### src/rtl/owire_pkg.sv
package owire_pkg;

  typedef enum logic [1:0] {
    OP_IDLE = 2'd0,
    OP_RST  = 2'd1,
    OP_WR0  = 2'd2,
    OP_WR1  = 2'd3
  } op_e;

  // control register bit positions (software-visible)
  localparam int CTRL_RST_BIT  = 7;
  localparam int CTRL_PRES_BIT = 6;
  localparam int CTRL_WR0_BIT  = 5;
  localparam int CTRL_WR1_BIT  = 4;
  localparam int CTRL_RDV_BIT  = 3;

  // byte offsets
  localparam int OFS_CTRL = 0;
  localparam int OFS_DIV  = 2;
  localparam int OFS_SRST = 4;
  localparam int OFS_CMD  = 6;
  localparam int OFS_DATA = 8;
  localparam int OFS_IST  = 10;
  localparam int OFS_IEN  = 12;

endpackage

### src/rtl/owire_prescaler.sv
module owire_prescaler #(
  parameter int DIV_W = 8
) (
  input  logic             clk,
  input  logic             rst_n,
  input  logic             run,
  input  logic             clear,
  input  logic [DIV_W-1:0] div_val,
  output logic             tick
);

  logic [DIV_W-1:0] cnt_q, cnt_n;
  logic             at_end;

  assign at_end = (cnt_q == div_val);
  assign tick   = run && !clear && at_end;

  always_comb begin
    cnt_n = cnt_q;
    if (clear) begin
      cnt_n = '0;
    end else if (run) begin
      if (at_end) cnt_n = '0;
      else        cnt_n = cnt_q + 1'b1;
    end
  end

  always_ff @(posedge clk or negedge rst_n) begin
    if (!rst_n) cnt_q <= '0;
    else        cnt_q <= cnt_n;
  end


  cnt_in_range_chk: assert property (@(posedge clk) disable iff (!rst_n)
    run |-> (cnt_q <= div_val));

endmodule

### src/rtl/owire_sync.sv
module owire_sync #(
  parameter int   STAGES    = 2,
  parameter logic RESET_VAL = 1'b1
) (
  input  logic clk,
  input  logic rst_n,
  input  logic d_in,
  output logic d_out
);

  logic [STAGES-1:0] chain_q;

  generate
    for (genvar i = 0; i < STAGES; i++) begin : g_stage
      if (i == 0) begin : g_first
        always_ff @(posedge clk or negedge rst_n) begin
          if (!rst_n) chain_q[0] <= RESET_VAL;
          else        chain_q[0] <= d_in;
        end
      end else begin : g_next
        always_ff @(posedge clk or negedge rst_n) begin
          if (!rst_n) chain_q[i] <= RESET_VAL;
          else        chain_q[i] <= chain_q[i-1];
        end
      end
    end
  endgenerate

  assign d_out = chain_q[STAGES-1];

endmodule

### src/rtl/owire_slot_engine.sv
module owire_slot_engine
  import owire_pkg::*;
#(
  parameter int RST_LOW_US = 480,
  parameter int RST_SMP_US = 550,
  parameter int RST_TOT_US = 960,
  parameter int WR0_LOW_US = 60,
  parameter int WR1_LOW_US = 6,
  parameter int RD_SMP_US  = 15,
  parameter int SLOT_US    = 70
) (
  input  logic       clk,
  input  logic       rst_n,
  input  logic       ctrl_wr,
  input  logic [7:0] ctrl_wdata,
  input  logic       tick,
  input  logic       line_s,
  output logic       busy,
  output logic       accept,
  output logic       pull_low,
  output logic       rst_busy,
  output logic       wr0_busy,
  output logic       wr1_busy,
  output logic       presence,
  output logic       rd_level
);

  localparam int MAX_US = (RST_TOT_US > SLOT_US) ? RST_TOT_US : SLOT_US;
  localparam int US_W   = $clog2(MAX_US + 1);

  localparam logic [US_W-1:0] RST_LOW_V  = US_W'(RST_LOW_US);
  localparam logic [US_W-1:0] RST_TOT_V  = US_W'(RST_TOT_US);
  localparam logic [US_W-1:0] RST_CAP_V  = US_W'(RST_SMP_US - 1);
  localparam logic [US_W-1:0] WR0_LOW_V  = US_W'(WR0_LOW_US);
  localparam logic [US_W-1:0] WR1_LOW_V  = US_W'(WR1_LOW_US);
  localparam logic [US_W-1:0] RD_CAP_V   = US_W'(RD_SMP_US - 1);
  localparam logic [US_W-1:0] SLOT_V     = US_W'(SLOT_US);

  op_e             op_q, op_n, req;
  logic [US_W-1:0] us_q, us_n;
  logic            pull_q, pull_n;
  logic            pres_q, pres_n;
  logic            rdv_q, rdv_n;
  logic            last_us;

  function automatic logic [US_W-1:0] low_of(input op_e o);
    case (o)
      OP_RST:  low_of = RST_LOW_V;
      OP_WR0:  low_of = WR0_LOW_V;
      OP_WR1:  low_of = WR1_LOW_V;
      default: low_of = '0;
    endcase
  endfunction

  function automatic logic [US_W-1:0] tot_of(input op_e o);
    case (o)
      OP_RST:  tot_of = RST_TOT_V;
      OP_WR0:  tot_of = SLOT_V;
      OP_WR1:  tot_of = SLOT_V;
      default: tot_of = '0;
    endcase
  endfunction

  // start-bit priority: reset, then write-zero, then write-one/read
  always_comb begin
    if      (ctrl_wdata[CTRL_RST_BIT]) req = OP_RST;
    else if (ctrl_wdata[CTRL_WR0_BIT]) req = OP_WR0;
    else if (ctrl_wdata[CTRL_WR1_BIT]) req = OP_WR1;
    else                               req = OP_IDLE;
  end

  assign busy    = (op_q != OP_IDLE);
  assign accept  = ctrl_wr && !busy && (req != OP_IDLE);
  assign last_us = (us_q == tot_of(op_q) - 1'b1);

  always_comb begin
    op_n   = op_q;
    us_n   = us_q;
    pres_n = pres_q;
    rdv_n  = rdv_q;
    if (accept) begin
      op_n = req;
      us_n = '0;
    end else if (busy && tick) begin
      if (op_q == OP_RST && us_q == RST_CAP_V) pres_n = ~line_s;
      if (op_q == OP_WR1 && us_q == RD_CAP_V)  rdv_n  = line_s;
      if (last_us) begin
        op_n = OP_IDLE;
        us_n = '0;
      end else begin
        us_n = us_q + 1'b1;
      end
    end
    pull_n = (op_n != OP_IDLE) && (us_n < low_of(op_n));
  end

  always_ff @(posedge clk or negedge rst_n) begin
    if (!rst_n) begin
      op_q   <= OP_IDLE;
      us_q   <= '0;
      pull_q <= 1'b0;
      pres_q <= 1'b0;
      rdv_q  <= 1'b0;
    end else begin
      op_q   <= op_n;
      us_q   <= us_n;
      pull_q <= pull_n;
      pres_q <= pres_n;
      rdv_q  <= rdv_n;
    end
  end

  assign pull_low = pull_q;
  assign rst_busy = (op_q == OP_RST);
  assign wr0_busy = (op_q == OP_WR0);
  assign wr1_busy = (op_q == OP_WR1);
  assign presence = pres_q;
  assign rd_level = rdv_q;


  rst_wins_chk: assert property (@(posedge clk) disable iff (!rst_n)
    (ctrl_wr && !busy && ctrl_wdata[CTRL_RST_BIT]) |=> rst_busy);


  pull_only_busy_chk: assert property (@(posedge clk) disable iff (!rst_n)
    pull_low |-> busy);


  busy_ignore_chk: assert property (@(posedge clk) disable iff (!rst_n)
    (busy && ctrl_wr) |=> ((op_q == $past(op_q)) || !busy));


  recovery_chk: assert property (@(posedge clk) disable iff (!rst_n)
    $fell(busy) |-> (!pull_low && !$past(pull_low)));


  us_bound_chk: assert property (@(posedge clk) disable iff (!rst_n)
    busy |-> (us_q < tot_of(op_q)));

endmodule

### src/rtl/owire_master.sv
module owire_master
  import owire_pkg::*;
#(
  parameter int ADDR_W     = 4,
  parameter int DIV_W      = 8,
  parameter int SYNC_STG   = 2,
  parameter int RST_LOW_US = 480,
  parameter int RST_SMP_US = 550,
  parameter int RST_TOT_US = 960,
  parameter int WR0_LOW_US = 60,
  parameter int WR1_LOW_US = 6,
  parameter int RD_SMP_US  = 15,
  parameter int SLOT_US    = 70
) (
  input  logic              clk,
  input  logic              rst_n,
  input  logic [ADDR_W-1:0] reg_addr,
  input  logic              reg_wr,
  input  logic [7:0]        reg_wdata,
  output logic [7:0]        reg_rdata,
  output logic              bus_pull_low,
  input  logic              bus_in
);

  localparam logic [ADDR_W-1:0] A_CTRL = ADDR_W'(OFS_CTRL);
  localparam logic [ADDR_W-1:0] A_DIV  = ADDR_W'(OFS_DIV);

  logic [DIV_W-1:0] div_q, div_n;
  logic             div_we, ctrl_we;
  logic             busy, accept, tick, line_s;
  logic             rst_busy, wr0_busy, wr1_busy, presence, rd_level;
  logic [7:0]       ctrl_rd;

  assign ctrl_we = reg_wr && (reg_addr == A_CTRL);
  assign div_we  = reg_wr && (reg_addr == A_DIV) && !busy;

  always_comb begin
    div_n = div_q;
    if (div_we) div_n = reg_wdata[DIV_W-1:0];
  end

  always_ff @(posedge clk or negedge rst_n) begin
    if (!rst_n) div_q <= '0;
    else        div_q <= div_n;
  end

  owire_sync #(
    .STAGES    (SYNC_STG),
    .RESET_VAL (1'b1)
  ) u_sync (
    .clk   (clk),
    .rst_n (rst_n),
    .d_in  (bus_in),
    .d_out (line_s)
  );

  owire_prescaler #(
    .DIV_W (DIV_W)
  ) u_presc (
    .clk     (clk),
    .rst_n   (rst_n),
    .run     (busy),
    .clear   (accept),
    .div_val (div_q),
    .tick    (tick)
  );

  owire_slot_engine #(
    .RST_LOW_US (RST_LOW_US),
    .RST_SMP_US (RST_SMP_US),
    .RST_TOT_US (RST_TOT_US),
    .WR0_LOW_US (WR0_LOW_US),
    .WR1_LOW_US (WR1_LOW_US),
    .RD_SMP_US  (RD_SMP_US),
    .SLOT_US    (SLOT_US)
  ) u_engine (
    .clk        (clk),
    .rst_n      (rst_n),
    .ctrl_wr    (ctrl_we),
    .ctrl_wdata (reg_wdata),
    .tick       (tick),
    .line_s     (line_s),
    .busy       (busy),
    .accept     (accept),
    .pull_low   (bus_pull_low),
    .rst_busy   (rst_busy),
    .wr0_busy   (wr0_busy),
    .wr1_busy   (wr1_busy),
    .presence   (presence),
    .rd_level   (rd_level)
  );

  always_comb begin
    ctrl_rd                = '0;
    ctrl_rd[CTRL_RST_BIT]  = rst_busy;
    ctrl_rd[CTRL_PRES_BIT] = presence;
    ctrl_rd[CTRL_WR0_BIT]  = wr0_busy;
    ctrl_rd[CTRL_WR1_BIT]  = wr1_busy;
    ctrl_rd[CTRL_RDV_BIT]  = rd_level;
  end

  always_comb begin
    reg_rdata = '0;
    if (reg_addr == A_CTRL) reg_rdata = ctrl_rd;
    else if (reg_addr == A_DIV) reg_rdata = 8'(div_q);
  end


  div_write_chk: assert property (@(posedge clk) disable iff (!rst_n)
    (reg_wr && reg_addr == A_DIV && !busy) |=> (div_q == $past(reg_wdata[DIV_W-1:0])));


  div_hold_chk: assert property (@(posedge clk) disable iff (!rst_n)
    busy |=> $stable(div_q));


  stub_zero_chk: assert property (@(posedge clk) disable iff (!rst_n)
    (reg_addr != A_CTRL && reg_addr != A_DIV) |-> (reg_rdata == 8'h00));

endmodule

### config.mk
export PLATFORM = sky130hd
export DESIGN_NAME = owire_master
export DESIGN_NICKNAME = d
export VERILOG_FILES = /design/src/rtl/owire_pkg.sv /design/src/rtl/owire_prescaler.sv /design/src/rtl/owire_sync.sv /design/src/rtl/owire_slot_engine.sv /design/src/rtl/owire_master.sv
export SDC_FILE = /design/constraint.sdc
export NUM_CORES = 1
export LEC_CHECK = 0
export ABC_AREA = 1
export BUFFER_PORTS_ARGS = -buffer_cell sky130_fd_sc_hd__buf_2
export CAP_MARGIN = 20
export CORE_MARGIN = 2
export CORE_UTILIZATION = 40
export DETAILED_ROUTE_END_ITERATION = 10
export PLACE_DENSITY = 0.59
export SYNTH_ARGS = -nofsm -noshare
export SYNTH_HDL_FRONTEND = slang
export SYNTH_SLANG_ARGS = --single-unit
### constraint.sdc
create_clock -name clk -period 3.8 [get_ports clk]
set_clock_uncertainty 0.15 [all_clocks]
set_input_delay 0.57 -clock clk [delete_from_list [all_inputs] [get_ports clk]]
set_output_delay 0.57 -clock clk [all_outputs]
set_load 0.02 [all_outputs]
==> flow_summary.toml <==
[status]
status = "finished clean"

[final_layout]
num-fill-cells = 588
area_delta_synth_final_pct = 12.3
layout_common_cells = "nand2_1 (82), inv_1 (52), nor2_1 (33)"
fin_area_sq_um = 2640
multiInputGateArea_sq_um = 1270
nNetsFinal = 386
final_common_cell = "nand2_1"
drive_gt1_share_pct = 16.9
layout.area.seq_sq_um = 828
antenna_cells = 0

[yosys]
syn_area_sq_um = 2350
syn_area_per_cell_sq_um = 7.19
ys_types = 36
yosysTopAreaCell = "dfrtp_1"
ys_seq_area_share_pct = 35.2
ys_top_cells_by_area = "dfrtp_1 (33%), nand2_1 (13%), ha_1 (8.5%), inv_1 (8.3%), nor2_1 (5.3%)"
synth_cells = 327
ys_ff_latch = 33
netlist.area_leader.share_pct = 33.0
synth_nets = 359
yosysWarnings = 0

[detailed_routing]
route.detailed.drc = 0
initialDrtViolationCount = 180
vias = 2096
dr.pass1.iters = 4
drtAntennaViolNets = 0
wl_mm = 5.33
post_drt_wl_per_cell_um = 12.5
viasPerCell = 4.91

[die]
design.portCount = 25
die_w_um = 80.7
die_area_sq_um = 6510
core_area_sq_um = 5610
start_util_pct = 41.9
rows = 27
die_height_um = 80.7

[place]
dp_hpwl_mm = 4.21
port-buffer-count = 24
place_congestion = 0.910
postPlaceCellArea_sq_um = 2540

[clock_network]
htree_levels = 2
cts_tree = "done"
clock_latency_ns = 0.29
clkSinkCount = 33
cts-root-buf = "clkbuf_8"
cts_inserted_buffers = 5
cts_resized = 0
post_cts_buffers = 0
path_clk_slew_ns = 0.07
ctsHoldBuffers = 0
clockBufferDepth = 2

[timing]
hold_viol_final = 0
rsz0062_at_grt = "false"
period_needed_ns = 3.04
fin_crit_sh_pct = 80.0
max_freq_ghz = 0.329
fin_setup_tns_ns = 0
finalSetupViolCount = 0
worstMarginPinSlew_ns = 0.740
max_slew_margin_pct = 50.7
slew_violations = 0

[critical_path]
path_cells = "inv_1 -> nand2_1 -> nand2_1 -> nand2_1 -> nor2_2 -> nand3_2 -> inv_2 -> nand2_2 -> a21oi_1 -> a21oi_1 -> inv_1 -> ha_1 -> inv_1 -> ha_1 -> a21oi_1 -> nor2_1 -> a211oi_1 -> nand2_1 -> a21oi_1"
slowest_delay_ns = 0.40
path_class = "register to register"
cp-start-kind = "register"
critical_path_arrival_ns = 3.10
slowest_stage = "dfrtp_1"
cp-end-kind = "register"
cp_max_fo = 7
cp.required_ns = 3.86

[power]
p_int_mw = 0.815
power_frac_comb_pct = 40.4
seqPwrFrac_pct = 38.5
swShare_pct = 41.5
power_density_nw_per_um2 = 527
p_sw_mw = 0.578
ir_drop_mv = 0.310
total_power_mw = 1.39
p_leak_nw = 1.40
clkPwrFrac_pct = 21.1

[global_routing]
grt_start_max_net_pins = 34
grt_overflow = 0
grt_pass1_wl_mm = 8.99
grt.total_usage_pct = 18.3
antenna_found_initial = 0
grt_pass1_vias = 1927

[job]
maxCapViolCount = 0

[worst_hold_path]
hold_class = "input pin to async pin"
[kinds of logic after synthesis]
logic type | after synthesis | share of synthesized area, %
buf+inv | 64 | 10.7
fa+ha+maj | 16 | 8.52
simple gates | 162 | 31.1
flops | 33 | 35.2
mux | 3 | 1.38
compound gates | 44 | 11.2
xor+xnor | 5 | 1.86
[worst paths after layout]
check / startpoint / endpoint / slack (ns) / cells past startpoint
setup / recovery: u_presc.cnt_q[1]$_DFFE_PN0P_ / u_engine.pull_low$_DFF_PN0_ / 0.76 / 19
hold / removal: rst_n / div_q[2]$_DFFE_PN0P_ / 0.20 / 1
setup reg to reg: u_presc.cnt_q[1]$_DFFE_PN0P_ / u_engine.pull_low$_DFF_PN0_ / 0.76 / 19
hold reg to reg: u_sync.chain_q[0]$_DFF_PN1_ / u_sync.d_out$_DFF_PN1_ / 0.21 / 0
max in group asynchronous: rst_n / u_engine.pull_low$_DFF_PN0_ / 2.83 / 1
min in group clk: u_sync.chain_q[0]$_DFF_PN1_ / u_sync.d_out$_DFF_PN1_ / 0.21 / 0
[critical path: cells and delay by family, from the launching register on]
| family | cells | cell delay [ns] |
|---|---|---|
| and+or+nand+nor | 8 | 0.78 |
| adders and majority gates | 2 | 0.48 |
| DFF | 1 | 0.40 |
| buffers and inverters | 4 | 0.50 |
| AOI/OAI and AO/OA | 5 | 0.66 |
[cell usage after synthesis (all sizes together)]
cell type  count
o21ai         11
o32ai          2
mux2i          1
a21oi         21
ha            16
inv           59
mux2           2
xnor2          5
o22ai          3
nand4          6
o21bai         1
nor4           3
o31a           1
a211oi         1
a31oi          2
nor2          39
o21a           1
buf            4
dfstp          2
nor3           9
o211ai         1
clkbuf         1
dfrtp         31
nand3         16
nor3b          2
nand2         87
[flip-flops by register name, indices dropped and copies added, names as in the netlist]
register and count:
u_sync.d_out 1, u_engine.rd_level 1, u_engine.presence 1, u_engine.pull_low 1
div_q 8, u_sync.chain_q 1, u_engine.us_q 10, u_engine.op_q 2
u_presc.cnt_q 8
[power by group through the flow]
stage	sequential [mW]	combinational, mW	clock [mW]
after floorplan	0.514	0.450	0
after global placement	0.542	0.557	0
after detailed placement	0.540	0.565	0
after CTS	0.534	0.568	0.304
after global routing	0.548	0.659	0.319
final	0.537	0.563	0.293
[through the flow]
stage / instances / worst slack (ns) / hold WS [ns] / utilization [%]
floorplan: 327 / 0.989 / 0.124 / -
global placement: 419 / 0.714 / 0.204 / 45.3
detailed placement: 419 / 0.613 / 0.203 / 45.3
CTS: 427 / 0.742 / 0.213 / 47.1
global route: 427 / 0.415 / 0.214 / 47.1
finish: 427 / 0.760 / 0.195 / 47.1
[layer usage]
metal | track usage [%] | up-vias | routed length (um)
li1 | - | 1091 | -
met1 | 26.0 | 953 | 2770
met2 | 27.8 | 45 | 2280
met3 | 3.48 | 7 | 200
met4 | 6.27 | 0 | 87
met5 | 0 | - | 0
[final cells by class]
type / count / area share (%)
Timing Repair Buffer: 25 / 4.83
Inverter: 59 / 8.39
Clock buffer: 7 / 3.65
Tap cell: 72 / 3.41
Clock inverter: 1 / 0.190
Sequential cell: 33 / 31.4
Multi-Input combinational cell: 230 / 48.2
Note: power is estimated with default switching activity, not from simulation.
